[src/rtl/icd_pkg.sv]
package icd_pkg;

    typedef struct packed {
        logic prime;
    } icd_top_st_t;

    typedef struct packed {
        logic irq;
    } icd_merge_st_t;

endpackage

[src/rtl/icd_port_snap.sv]
module icd_port_snap #(
    parameter int unsigned PORT_W = 8
) (
    input  logic              clk,
    input  logic              rst_n,
    input  logic              prime,
    input  logic              rd,
    input  logic [PORT_W-1:0] pins,
    input  logic [PORT_W-1:0] dir_in,
    output logic              pend_next
);

    typedef struct packed {
        logic [PORT_W-1:0] snap;
    } snap_st_t;

    snap_st_t s_d, s_q;
    logic [PORT_W-1:0] diff;

    always_comb begin
        s_d = s_q;
        if (prime || rd) begin
            s_d.snap = pins;
        end
        diff      = (pins ^ s_d.snap) & dir_in;
        pend_next = |diff;
    end

    always_ff @(posedge clk or negedge rst_n) begin
        if (!rst_n) begin
            s_q <= '0;
        end else begin
            s_q <= s_d;
        end
    end

    assert_snap_load_R5: assert property (@(posedge clk) disable iff (!rst_n)
        rd |=> (s_q.snap == $past(pins)));

    assert_snap_hold_R6: assert property (@(posedge clk) disable iff (!rst_n)
        (!rd && !prime) |=> $stable(s_q.snap));

endmodule

[src/rtl/icd_irq_merge.sv]
module icd_irq_merge
    import icd_pkg::*;
#(
    parameter int unsigned NUM_PORTS = 2
) (
    input  logic                 clk,
    input  logic                 rst_n,
    input  logic [NUM_PORTS-1:0] port_pend,
    output logic                 irq
);

    icd_merge_st_t m_d, m_q;

    always_comb begin
        m_d     = m_q;
        m_d.irq = |port_pend;
    end

    always_ff @(posedge clk or negedge rst_n) begin
        if (!rst_n) begin
            m_q <= '0;
        end else begin
            m_q <= m_d;
        end
    end

    assign irq = m_q.irq;

    assert_rise_has_cause_R2: assert property (@(posedge clk) disable iff (!rst_n)
        $rose(m_q.irq) |-> ($countones($past(port_pend)) > 0));

endmodule

[src/rtl/icd_top.sv]
module icd_top
    import icd_pkg::*;
#(
    parameter int unsigned PORT_W    = 8,
    parameter int unsigned NUM_PORTS = 2
) (
    input  logic                          clk,
    input  logic                          rst_n,
    input  logic [NUM_PORTS*PORT_W-1:0]   pin_lvl,
    input  logic [NUM_PORTS*PORT_W-1:0]   dir_is_in,
    input  logic [NUM_PORTS-1:0]          port_rd,
    output logic                          int_pull_low
);

    localparam int unsigned PIN_W = NUM_PORTS * PORT_W;

    icd_top_st_t t_d, t_q;
    logic [NUM_PORTS-1:0] pend;

    always_comb begin
        t_d       = t_q;
        t_d.prime = 1'b0;
    end

    always_ff @(posedge clk or negedge rst_n) begin
        if (!rst_n) begin
            t_q <= '{prime: 1'b1};
        end else begin
            t_q <= t_d;
        end
    end

    for (genvar p = 0; p < NUM_PORTS; p++) begin : g_port
        icd_port_snap #(.PORT_W(PORT_W)) u_snap (
            .clk      (clk),
            .rst_n    (rst_n),
            .prime    (t_q.prime),
            .rd       (port_rd[p]),
            .pins     (pin_lvl[p*PORT_W +: PORT_W]),
            .dir_in   (dir_is_in[p*PORT_W +: PORT_W]),
            .pend_next(pend[p])
        );
    end

    icd_irq_merge #(.NUM_PORTS(NUM_PORTS)) u_merge (
        .clk      (clk),
        .rst_n    (rst_n),
        .port_pend(pend),
        .irq      (int_pull_low)
    );

    assert_quiet_after_prime_R1: assert property (@(posedge clk) disable iff (!rst_n)
        t_q.prime |=> !int_pull_low);

    assert_outputs_silent_R3: assert property (@(posedge clk) disable iff (!rst_n)
        (dir_is_in == {PIN_W{1'b0}}) |=> !int_pull_low);

    assert_full_read_clears_R5: assert property (@(posedge clk) disable iff (!rst_n)
        (&port_rd) |=> !int_pull_low);

endmodule

[config.mk]
export PLATFORM = sky130hd
export DESIGN_NAME = icd_top
export DESIGN_NICKNAME = d
export VERILOG_FILES = /design/src/rtl/icd_pkg.sv /design/src/rtl/icd_port_snap.sv /design/src/rtl/icd_irq_merge.sv /design/src/rtl/icd_top.sv
export SDC_FILE = /design/constraint.sdc
export NUM_CORES = 1
export LEC_CHECK = 0
export BUFFER_PORTS_ARGS = -buffer_cell sky130_fd_sc_hd__buf_2
export CAP_MARGIN = 25
export CORE_ASPECT_RATIO = 1.4
export CORE_MARGIN = 2
export CORE_UTILIZATION = 49
export CTS_BUF_LIST = sky130_fd_sc_hd__clkbuf_8
export CTS_CLUSTER_SIZE = 10
export DETAILED_ROUTE_END_ITERATION = 8
export PLACE_DENSITY = 0.81
export SLEW_MARGIN = 20
export SYNTH_ARGS = -nofsm -noshare
export SYNTH_HDL_FRONTEND = slang
export SYNTH_SLANG_ARGS = --single-unit
[constraint.sdc]
create_clock -name clk -period 1.4 [get_ports clk]
set_input_delay 0.28 -clock clk [delete_from_list [all_inputs] [get_ports clk]]
set_output_delay 0.28 -clock clk [all_outputs]
set_load 0.03 [all_outputs]
==> flow_summary.toml <==
[power]
p_int_uw = 942.0
p_leak_uw = 0.0005585
total_power_uw = 1233
p_sw_share_pct = 23.57
power_frac_seq_pct = 48.2
combPwrFrac_pct = 18.2
ir_drop_uv = 905.2
p_clk_share_pct = 33.6
power_density_nw_per_um2 = 1051
switchingPower_uw = 290.6

[worst_setup_path]
start_kind = "flop"
required_ns = 1.54
worstPathArrival_ns = 1.44
crit_path_end_kind = "flop"
worstSetupPathType = "reg -> reg"
cp_max_fo = 8

[worst_hold_path]
min_path_type = "in -> reg"

[sta]
post-route-min-period_ns = 1.309
final_max_slew_viol_count = 0
setup-tns-final_ns = 0
rsz0062_at_grt = "no"
fmax_mhz = 763.8
setup_viol = 0
hold_violations = 0
post-route-period-util_pct = 93.52
finalClockSkew_ns = 0.002267
whs_ns = 0.2870

[cts]
cts-root-buf = "clkbuf_8"
cts_tree = "yes"
path_clk_slew_ns = 0.07
cts_buffer_depth = 2
clock_sinks = 18
insertion_delay_ns = 0.25
numCtsBuffers = 3
htreeDepth = 1

[floorplanning]
ios = 37
core_um2 = 1734
die-height_um = 54.56
die_area_um2 = 2188
rows = 18
start_util_pct = 51.59
fp.dieW_um = 40.11

[detailed_routing]
via_count = 673
drt_iter0_markers = 4
viasPerCell = 5.177
drt-wirelength-per-cell_um = 12.55
ant_nets = 0
post-route-drc-count = 0
routed_wl_mm = 1.632
drt-pass1-iter-count = 4

[logic_synthesis]
synth.distinct_cells = 12
yosysTopAreaCell = "dfrtp_1"
syn_avg_cell_area_um2 = 12.97
synth_top_area_share_pct = 47.55
yosysMostFrequentCell = "dfrtp_1"
ys_warn_count = 0
syn_inst = 69
synth_edf_count = 0
synth-seq-area-share_pct = 50.49
synth-async-reset-ratio_pct = 100.0
ys.flop_type = "dfrtp_1"
syn_nets = 105
syn_area_um2 = 894.6
synth.ff_latch_count = 18
synth_common_cells = "dfrtp_1 (17), mux2_2 (16), xor2_1 (16)"
netlist_top_cells_area = "dfrtp_1 (48%), mux2_2 (20%), xor2_1 (16%), nand3_1 (3.4%), a22oi_1 (3.4%)"

[final_layout]
drive_gt1_share_pct = 56.36
fillers = 141
n_antenna_cell = 0
final_core_util_pct = 67.60
seqCellArea_um2 = 451.7
fin_nets = 147
synthToLayoutAreaGrowth_pct = 31.05
multi_input_area_um2 = 435.4

[run_status]
status = "finished clean"

[grt]
grt_usage_pct = 18.70
grt_start_max_net_pins = 19
grt_pass1_wl_mm = 2.670
grt_overflow = 0
antenna_found_initial = 0
grt_pass1_vias = 724

[place]
dp_hpwl_mm = 1.349
io_buffers = 36
gp_congestion = 0.7191

[job]
maxCapViolCount = 0
[per-stage QoR]
| step | area (um2) | cells | setup WS, ns |
|---|---|---|---|
| after floorplan | 894.6 | 69 | 0.1503 |
| after global placement | 1105 | 125 | -0.05048 |
| after detailed placement | 1105 | 125 | -0.07067 |
| after CTS | 1172 | 130 | 0.08447 |
| after global routing | 1172 | 130 | 0.01922 |
| final | 1172 | 130 | 0.09075 |
[worst paths after layout]
check                                        start                 endpoint  slack (ns)  cells after the start
setup / recovery                               t_q  g_port[1].u_snap.s_q[7]        0.09                      3
hold / removal                          pin_lvl[9]  g_port[1].u_snap.s_q[1]        0.29                      2
setup reg to reg                               t_q  g_port[1].u_snap.s_q[7]        0.09                      3
hold reg to reg            g_port[0].u_snap.s_q[1]  g_port[0].u_snap.s_q[1]        0.53                      1
max in group asynchronous                    rst_n                      t_q        0.59                      2
min in group asynchronous                    rst_n              u_merge.irq        0.50                      2
[kinds of logic after synthesis]
logic type                share of synthesized area, %
DFF                                              50.49
xor gates and xnor gates                         15.66
muxes                                            20.14
and+or+nand+nor                                  4.896
AOI/OAI and AO/OA                                7.272
buffers and inverters                            1.119
other                                           0.4192
[per-layer routing]
metal / track usage (%) / part of all wire [%] / vias up
li1: - / - / 324
met1: 17.38 / 37 / 319
met2: 35.48 / 56 / 28
met3: 2.439 / 6.5 / 2
met4: 12.07 / 0.49 / 0
met5: 0 / 0 / -
[power groups by stage]
stage / clock (uW) / combinational (uW) / sequential, uW
2_1_floorplan: 0 / 123 / 608
3_3_place_gp: 0 / 217 / 600
3_5_place_dp: 0 / 225 / 604
4_1_cts: 425 / 229 / 594
5_1_grt: 457 / 251 / 599
6_report: 414 / 225 / 594
[final cells by class]
type                       instances  share of cell area (%)
clock buffer                       4                   4.696
sequential                        18                   38.53
multi-input combinational         49                   37.14
tap                               20                   2.134
timing repair buffer              39                   17.50
[state kept, by name, summed over array words and instances, names as in the netlist]
register,flops
g_port.u_snap.s_q,16
u_merge.irq,1
t_q,1
[repair_timing]
item	in CTS	in global routing
hold endpoints to repair	17	0
setup endpoints to repair	4	0
hold buffers	1	0
resized for setup	1	0
buffers inserted	0	0
[critical path, stage by stage (launching register included)]
cell	delay, ns
dfstp_2	0.37
nor2_1	0.24
buf_4	0.24
mux2_2	0.35
[cells in the final DEF (no fill, tap or decap), drive strengths merged]
| master | Yosys | final |
|---|---|---|
| conb | 1 | 1 |
| nand4 | 1 | 1 |
| nand3 | 6 | 6 |
| buf | 2 | 38 |
| dfstp | 1 | 1 |
| a221o | 1 | 1 |
| dlygate4sd3 | 0 | 1 |
| clkbuf | 0 | 4 |
| nor2 | 2 | 2 |
| mux2 | 16 | 16 |
| a22oi | 6 | 6 |
| xor2 | 16 | 16 |
| dfrtp | 17 | 17 |
Note: power is estimated with default switching activity, not from simulation.
